**config.mk**
```make
export PLATFORM = sky130hd
export DESIGN_NAME = i2c_slave_rx
export DESIGN_NICKNAME = d
export VERILOG_FILES = /design/src/rtl/i2c_rx_pkg.sv /design/src/rtl/i2c_rx_datapath.sv /design/src/rtl/i2c_rx_control.sv /design/src/rtl/i2c_slave_rx.sv
export SDC_FILE = /design/constraint.sdc
export NUM_CORES = 1
export LEC_CHECK = 0
export ABC_AREA = 1
export BUFFER_PORTS_ARGS = -buffer_cell sky130_fd_sc_hd__buf_2
export CAP_MARGIN = 25
export CORE_MARGIN = 2
export CORE_UTILIZATION = 45
export DETAILED_ROUTE_END_ITERATION = 10
export PLACE_DENSITY = 0.68
export SETUP_SLACK_MARGIN = 0.05
export SLEW_MARGIN = 15
export SYNTH_ARGS = -nofsm -noshare
export SYNTH_HDL_FRONTEND = slang
export SYNTH_HIERARCHICAL = 1
export SYNTH_SLANG_ARGS = --single-unit
```
**constraint.sdc**
```tcl
create_clock -name clk -period 4.51 [get_ports clk]
set_input_delay 0.6765 -clock clk [delete_from_list [all_inputs] [get_ports clk]]
set_output_delay 0.6765 -clock clk [all_outputs]
set_load 0.02 [all_outputs]
```
**src/rtl/i2c_rx_pkg.sv**
```systemverilog
package i2c_rx_pkg;
  localparam int DATA_W = 8;
  localparam int ADDR_W = DATA_W - 1;
  localparam int CNT_W  = $clog2(DATA_W + 1);

  typedef enum logic [2:0] {
    ST_IDLE,
    ST_ADDR,
    ST_ADDR_ACK,
    ST_DATA,
    ST_DATA_ACK
  } rx_state_t;

  // control -> datapath strobes
  typedef struct packed {
    logic receive;
    logic clearCount;
    logic loadRx;
  } ctrl_strobe_t;

  // datapath -> control observations
  typedef struct packed {
    logic sclFall;
    logic startDet;
    logic stopDet;
    logic byteDone;
    logic addrHit;
    logic dirBit;
  } dp_status_t;
endpackage

```
**src/rtl/i2c_rx_datapath.sv**
```systemverilog
module i2c_rx_datapath
  import i2c_rx_pkg::*;
#(
  parameter int SYNC_STAGES = 2
) (
  input  logic              clk,
  input  logic              rstN,
  input  logic              sclIn,
  input  logic              sdaIn,
  input  logic [ADDR_W-1:0] ownAddr,
  input  logic              genCallEn,
  input  ctrl_strobe_t      strb,
  output dp_status_t        stat,
  output logic [DATA_W-1:0] rxData
);
  logic [SYNC_STAGES-1:0] sclPipe, sdaPipe;
  logic sclS, sdaS, sclPrev, sdaPrev;
  logic sclRise;
  logic [DATA_W-1:0] shiftReg;
  logic [CNT_W-1:0]  bitCnt;

  // bus lines idle high, so synchronisers reset to 1
  always_ff @(posedge clk or negedge rstN) begin
    if (!rstN) begin
      sclPipe <= '1;
      sdaPipe <= '1;
      sclPrev <= 1'b1;
      sdaPrev <= 1'b1;
    end else begin
      sclPipe <= {sclPipe[SYNC_STAGES-2:0], sclIn};
      sdaPipe <= {sdaPipe[SYNC_STAGES-2:0], sdaIn};
      sclPrev <= sclS;
      sdaPrev <= sdaS;
    end
  end

  assign sclS = sclPipe[SYNC_STAGES-1];
  assign sdaS = sdaPipe[SYNC_STAGES-1];

  assign sclRise       = sclS & ~sclPrev;
  assign stat.sclFall  = ~sclS & sclPrev;
  assign stat.startDet = sclS & sclPrev & sdaPrev & ~sdaS;
  assign stat.stopDet  = sclS & sclPrev & ~sdaPrev & sdaS;

  // bit shifter, MSB first
  always_ff @(posedge clk or negedge rstN) begin
    if (!rstN) begin
      shiftReg <= '0;
      bitCnt   <= '0;
    end else if (strb.clearCount) begin
      bitCnt <= '0;
    end else if (strb.receive && sclRise && (bitCnt != CNT_W'(DATA_W))) begin
      shiftReg <= {shiftReg[DATA_W-2:0], sdaS};
      bitCnt   <= bitCnt + CNT_W'(1);
    end
  end

  assign stat.byteDone = (bitCnt == CNT_W'(DATA_W));
  assign stat.dirBit   = shiftReg[0];
  assign stat.addrHit  = (shiftReg[DATA_W-1:1] == ownAddr) ||
                         (genCallEn && (shiftReg[DATA_W-1:1] == '0));

  always_ff @(posedge clk or negedge rstN) begin
    if (!rstN)            rxData <= '0;
    else if (strb.loadRx) rxData <= shiftReg;
  end
endmodule

```
**src/rtl/i2c_rx_control.sv**
```systemverilog
module i2c_rx_control
  import i2c_rx_pkg::*;
(
  input  logic         clk,
  input  logic         rstN,
  input  dp_status_t   stat,
  input  logic         enable,
  input  logic         nakBit,
  input  logic         statusRead,
  input  logic         dataRead,
  output ctrl_strobe_t strb,
  output logic         addrMatch,
  output logic         rwFlag,
  output logic         rxReady,
  output logic         sdaDriveLow,
  output logic         sclDriveLow,
  output logic         irq
);
  rx_state_t state;
  logic ackDrive, stretchOn, nackPend;
  logic byteEnd, busEvent, addrAccept, pending;

  assign busEvent = stat.startDet | stat.stopDet;
  assign byteEnd  = stat.sclFall & stat.byteDone & ~busEvent;

  always_comb begin
    strb            = '0;
    strb.receive    = (state == ST_ADDR) || (state == ST_DATA);
    strb.clearCount = stat.startDet || (byteEnd && strb.receive);
    strb.loadRx     = (state == ST_DATA) && byteEnd;
  end

  assign addrAccept = (state == ST_ADDR) && byteEnd && enable &&
                      stat.addrHit && !stat.dirBit;
  // a flag still unserviced after this cycle's reads
  assign pending = (addrMatch & ~statusRead) | (rxReady & ~dataRead);

  always_ff @(posedge clk or negedge rstN) begin
    if (!rstN) begin
      state     <= ST_IDLE;
      ackDrive  <= 1'b0;
      stretchOn <= 1'b0;
      nackPend  <= 1'b0;
      rwFlag    <= 1'b0;
    end else if (stat.startDet) begin
      state     <= ST_ADDR;
      ackDrive  <= 1'b0;
      stretchOn <= 1'b0;
    end else if (stat.stopDet) begin
      state     <= ST_IDLE;
      ackDrive  <= 1'b0;
      stretchOn <= 1'b0;
    end else begin
      if (stretchOn && !pending) stretchOn <= 1'b0;
      case (state)
        ST_ADDR: begin
          if (byteEnd) begin
            if (enable && stat.addrHit) rwFlag <= stat.dirBit;
            if (addrAccept) begin
              ackDrive <= 1'b1;
              state    <= ST_ADDR_ACK;
            end else begin
              state <= ST_IDLE;
            end
          end
        end
        ST_ADDR_ACK: begin
          if (stat.sclFall) begin
            ackDrive  <= 1'b0;
            stretchOn <= pending;
            state     <= ST_DATA;
          end
        end
        ST_DATA: begin
          if (byteEnd) begin
            ackDrive <= ~nakBit;
            nackPend <= nakBit;
            state    <= ST_DATA_ACK;
          end
        end
        ST_DATA_ACK: begin
          if (stat.sclFall) begin
            ackDrive <= 1'b0;
            if (nackPend) begin
              state <= ST_IDLE;
            end else begin
              stretchOn <= pending;
              state     <= ST_DATA;
            end
          end
        end
        default: state <= ST_IDLE;
      endcase
    end
  end

  // software-visible flags: setting wins over a read in the same cycle
  always_ff @(posedge clk or negedge rstN) begin
    if (!rstN) begin
      addrMatch <= 1'b0;
      rxReady   <= 1'b0;
    end else begin
      if (addrAccept)      addrMatch <= 1'b1;
      else if (statusRead) addrMatch <= 1'b0;
      if (strb.loadRx)     rxReady <= 1'b1;
      else if (dataRead)   rxReady <= 1'b0;
    end
  end

  assign sdaDriveLow = ackDrive;
  assign sclDriveLow = stretchOn;
  assign irq         = addrMatch | rxReady;
endmodule

```
**src/rtl/i2c_slave_rx.sv**
```systemverilog
module i2c_slave_rx
  import i2c_rx_pkg::*;
#(
  parameter int SYNC_STAGES = 2
) (
  input  logic       clk,
  input  logic       rstN,
  input  logic       sclIn,
  input  logic       sdaIn,
  output logic       sclDriveLow,
  output logic       sdaDriveLow,
  input  logic       enable,
  input  logic       genCallEn,
  input  logic       nakBit,
  input  logic [6:0] ownAddr,
  input  logic       statusRead,
  input  logic       dataRead,
  output logic       addrMatch,
  output logic       rwFlag,
  output logic       rxReady,
  output logic [7:0] rxData,
  output logic       irq
);
  ctrl_strobe_t ctrlStrb;
  dp_status_t   dpStat;

  i2c_rx_datapath #(.SYNC_STAGES(SYNC_STAGES)) u_dp (
    .clk       (clk),
    .rstN      (rstN),
    .sclIn     (sclIn),
    .sdaIn     (sdaIn),
    .ownAddr   (ownAddr),
    .genCallEn (genCallEn),
    .strb      (ctrlStrb),
    .stat      (dpStat),
    .rxData    (rxData)
  );

  i2c_rx_control u_ctrl (
    .clk         (clk),
    .rstN        (rstN),
    .stat        (dpStat),
    .enable      (enable),
    .nakBit      (nakBit),
    .statusRead  (statusRead),
    .dataRead    (dataRead),
    .strb        (ctrlStrb),
    .addrMatch   (addrMatch),
    .rwFlag      (rwFlag),
    .rxReady     (rxReady),
    .sdaDriveLow (sdaDriveLow),
    .sclDriveLow (sclDriveLow),
    .irq         (irq)
  );
endmodule

```
# Yosys cells after proc, flatten, opt, wreduce, memory -nomap -nowiden
# Cells that the tools add are included.
dict set report classes {
  add_sub_neg 1
  reduce_logical 27
  n_mux 29
  n_eq_ne 13
  bitwise_logic 25
}
# op n
set op_table {}
lappend op_table {{inequality test 4 x 1 -> 1 bit, second input constant} 6}
lappend op_table {{2-to-1 mux 3 bit} 6}
lappend op_table {{2-to-1 mux 1 bit} 16}
lappend op_table {{case mux 3 bit (4 select lines)} 1}
lappend op_table {{AND 1 bit} 11}
lappend op_table {{logical AND 1 bit} 11}
lappend op_table {{NOT 1 bit} 11}
lappend op_table {{AND reduction 5 bit} 2}
lappend op_table {{2-to-1 mux 4 bit} 2}
lappend op_table {{AND reduction 4 bit} 2}
lappend op_table {{equality test 7 bit} 1}
lappend op_table {{logical NOT 7 bit} 1}
lappend op_table {{equality test 3 x 2 -> 1 bit, second input constant} 2}
lappend op_table {{nonzero test 2 bit} 3}
lappend op_table {{nonzero test 5 bit} 1}
lappend op_table {{adder 4 x 1 -> 4 bit, second input constant} 1}
lappend op_table {{equality test 4 bit, second input constant} 1}
lappend op_table {{2-to-1 mux 2 bit} 2}
lappend op_table {{inequality test 4 bit, second input constant} 1}
lappend op_table {{equality test 3 x 1 -> 1 bit, second input constant} 1}
lappend op_table {{equality test 3 bit, second input constant} 1}
lappend op_table {{logical OR 1 bit} 3}
lappend op_table {{bitwise OR 1 bit} 3}
lappend op_table {{case mux 1 bit (3 select lines)} 1}
lappend op_table {{other kinds (4)} 5}
dict set report totals {
  reg_bits 35
  inputBits 16
  elab_cells 109
  output_inout_bits 14
}

# Longest topological paths before layout
dict set report depth {
  depth_word 15
  mapped_depth 12
  depth_no_buf 12
}

# Cells and area by module
# Netlist, hierarchy kept.
# module cells_per_inst area_per_inst_um2 instances
set modules_own_cells {}
lappend modules_own_cells {i2c_rx_datapath 139 1239.9 1}
lappend modules_own_cells {i2c_rx_control 73 540.5 1}

# Worst setup path before layout
# OpenSTA, ideal clock, no wires.
dict set report synth_timing {
  kind {flip-flop to flip-flop}
  from {register u_dp.sclPipe[1]}
  to {register u_dp.bitCnt[0]}
  arrival_ns 1.754
  stages_incl_launch_ff 10
  path_buffers 1
  slack_ns 2.683
  path_cell_list {dfstp_2 > nand2_1 > nor3_1 > nor2_4 > nand2_4 > o21bai_1 > inv_1 > clkbuf_1 > nand3_1 > o21ai_2}
}
# element line_no
set synth_lines {}
lappend synth_lines {{start, declared} i2c_rx_datapath.sv:16} ;# logic [SYNC_STAGES-1:0] sclPipe, sdaPipe;
lappend synth_lines {{start signal, assigned} i2c_rx_datapath.sv:30} ;# sclPipe <= {sclPipe[SYNC_STAGES-2:0], sclIn};
lappend synth_lines {{end signal, assigned} i2c_rx_datapath.sv:54} ;# bitCnt <= bitCnt + CNT_W'(1);
lappend synth_lines {{end, declared} i2c_rx_datapath.sv:20} ;# logic [CNT_W-1:0] bitCnt;

==> results.json <==
{
  "yosys.area.top_type": "dfrtp_1",
  "p_leak_nw": 1.106,
  "core_area_um2": 3744,
  "vias_per_cell": 4.785,
  "drt.antenna.violating_nets": 0,
  "die_area_um2": 4476,
  "fin_cells": 293,
  "htree_levels": 2,
  "ys.flop_type": "dfrtp_1",
  "worst_pin_slew_ps": 763.8,
  "cp.arrival_ps": 2260,
  "drive_above_1_share_pct": 25.31,
  "finalClockSkew_ps": 8.479,
  "drc": 0,
  "synth_warnings": 6,
  "grt_first_pass_wirelength_mm": 5.540,
  "grt_start_max_net_pins": 36,
  "yosysMostFrequentCell": "nand2_1",
  "worstSkewPairLatency_ps": 280,
  "cts_setup_buffers": 0,
  "p_clk_share_pct": 29.1,
  "nets": 262,
  "gp_congestion": 0.8820,
  "ys_seq_elements": 35,
  "dp.cells": 285,
  "fp.dieW_um": 66.90,
  "power_frac_seq_pct": 48.1,
  "critPathLaunchType": "register",
  "diodes": 0,
  "wl_per_cell_um": 11.40,
  "reg2reg_to": "u_dp/rxData[1]",
  "cts_root_buffer": "clkbuf_8",
  "ctsHoldBuffers": 0,
  "dr_wl_met2_mm": 1.416,
  "syn_nets": 230,
  "r2r_start": "u_dp/sclPrev",
  "p_sw_share_pct": 32.83,
  "cts_buffer_depth": 2,
  "clock-sinks": 35,
  "status": "completed",
  "fin_tns_setup_ps": 0,
  "area_growth_pct": 15.81,
  "required_ps": 4680,
  "r2r_cells": 7,
  "path_class": "reg2reg",
  "slew-limit-headroom_pct": 49.08,
  "syn-instance-count": 212,
  "cts_tree": "built",
  "highest_layer": "met4",
  "synth_area_leaders": "dfrtp_1 (41%), nand2_1 (12%), dfstp_2 (8.9%)",
  "routed_wirelength_mm": 3.341,
  "synthDistinctLibCells": 29,
  "cp-end-kind": "register",
  "firstDrtPassIters": 4,
  "vias": 1402,
  "synthTopCellsByCount": "nand2_1 (55), inv_1 (30), dfrtp_1 (29)",
  "r2r_slack_ps": 2420,
  "switching_power_mw": 0.2792,
  "synth_area_um2": 1780,
  "fin_crit_sh_pct": 46.35,
  "rsz0062_at_grt": "false",
  "port_buffers": 29,
  "drt_iter0_drc": 94,
  "hpwl_mm": 2.516,
  "fmax_ghz": 0.4783,
  "cts_made_buffers": 5,
  "layout_min_cycle_time_ps": 2091,
  "grt_overflow_total": 0,
  "m1WireLength_mm": 1.736,
  "clkSlewWorstSetupHoldPaths_ps": 70,
  "synth_enable_flop_cells": 0,
  "maxCapViolations": 0,
  "initial_utilization_pct": 47.56,
  "antenna_found_initial": 0,
  "avgSynthCellArea_um2": 8.398,
  "hp-class": "reg2reg",
  "p_int_mw": 0.5713,
  "ir_drop_mv": 0.2992,
  "setup_viol": 0,
  "die_h_um": 66.90,
  "synth-async-reset-ratio_pct": 100.0,
  "wl_met3_um": 133,
  "ys_seq_area_share_pct": 49.61,
  "hold_viol": 0,
  "io_pins": 30,
  "drv_slew": 0,
  "p_comb_share_pct": 22.8,
  "grt_pass1_vias": 1238,
  "cts_resized": 0,
  "fin_hold_ws_ps": 355.6,
  "min_to": "u_dp/sclPipe[1]",
  "num_rows": 22,
  "p_per_area_nw_per_um2": 412.5,
  "synth.top_cell.area_share_pct": 40.76,
  "min_from": "u_dp/sclPipe[0]",
  "track_usage_pct": 17.02,
  "whs_path_depth": 0,
  "critPathMaxFanout": 14
}
==> power groups by stage <==
stage	Sequential (mW)	Combinational (mW)	Clock (mW)
final	0.409	0.194	0.247
after global routing	0.417	0.227	0.269
after CTS	0.409	0.197	0.256
after detailed placement	0.415	0.196	0
after global placement	0.414	0.193	0
after floorplan	0.406	0.153	0
==> how the worst max path moves through the flow <==
stage | end | startpoint | slack (ps)
CTS | u_dp/rxData[1] | u_dp/bitCnt[0] | 2410
floorplan | u_dp/bitCnt[0] | u_dp/sclPipe[1] | 2680
global placement | u_ctrl/rwFlag | ownAddr[0] | 2470
global route | u_dp/rxData[1] | u_dp/bitCnt[0] | 2240
detailed placement | u_dp/rxData[1] | u_dp/bitCnt[0] | 2420
finish | u_dp/rxData[1] | u_dp/sclPrev | 2420
==> stage by stage <==
stage          setup WS, ps  total power [mW]  instance area (µm²)  utilization, %
2_1_floorplan          2683            0.5586                 1780               -
3_3_place_gp           2466            0.6069                 1958           52.31
3_5_place_dp           2423            0.6103                 1958           52.31
4_1_cts                2409            0.8617                 2062           55.08
5_1_grt                2237            0.9127                 2062           55.08
6_report               2419            0.8505                 2062           55.08
==> routing by layer <==
metal  GRT usage [%]  vias up
met2           24.50       28
met1           23.42      633
met3           4.561        5
li1                -      736
met4           8.418        0
met5               0        -
==> cell type report <==
type | instances | area [µm²]
inverters | 31 | 116.4
clock inverters | 1 | 7.507
well taps | 48 | 60.06
fillers | 388 | 1682
clock buffers | 7 | 96.34
multi-input cells | 142 | 753.2
flip-flops and latches | 35 | 883.3
repair buffers | 29 | 145.1
==> cell usage in the layout (no fill, tap or decap) <==
master / netlist / layout
a21oi_1: 9 / 9
buf_2: 1 / 29
clkbuf_8: 0 / 7
clkinvlp_4: 0 / 1
dfrtp_1: 29 / 29
dfstp_2: 6 / 6
ha_1: 2 / 2
inv_1: 30 / 30
inv_2: 1 / 1
mux2_2: 2 / 2
nand2_1: 55 / 55
nand2_2: 2 / 2
nand2_4: 2 / 2
nand3_1: 16 / 16
nand3_2: 1 / 1
nand4_1: 5 / 5
nor2_1: 19 / 19
nor2_4: 4 / 4
nor2_8: 1 / 1
nor3_1: 2 / 2
o21ai_0: 4 / 4
o21ai_1: 4 / 4
o21ai_2: 6 / 6
o21bai_1: 4 / 4
o22ai_1: 1 / 1
o31ai_1: 1 / 1
or2_1: 1 / 1
xor2_1: 1 / 1
==> state kept, by name, indices dropped and copies added, names as in the netlist <==
name / count
u_dp/bitCnt: 4
u_dp/sdaPrev: 1
u_ctrl/addrMatch: 1
u_ctrl/rxReady: 1
u_dp/sdaPipe: 2
u_dp/sclPipe: 2
u_dp/sclPrev: 1
u_ctrl/sclDriveLow: 1
u_dp/rxData: 8
u_dp/shiftReg: 8
u_ctrl/rwFlag: 1
u_ctrl/sdaDriveLow: 1
u_ctrl/state: 3
u_ctrl/nackPend: 1
==> cells by family after synthesis <==
logic type	count (synthesis)	synth area share, %
multiplexers	2	1.265
AO/OA/AOI/OAI	29	10.19
flip-flops	35	49.61
XOR/XNOR	1	0.4920
adder cells (fa/ha/maj)	2	1.405
buffers and inverters	35	8.081
AND/OR/NAND/NOR	108	28.95
==> critical path: stages, from the launching register on <==
cell and delay [ps]:
dfstp_2 530, inv_1 50, nor2_1 310, nand2_1 160
nor2_1 130, nand2_1 120, inv_1 310, mux2_2 380
Note: power is estimated with default switching activity, not from simulation.
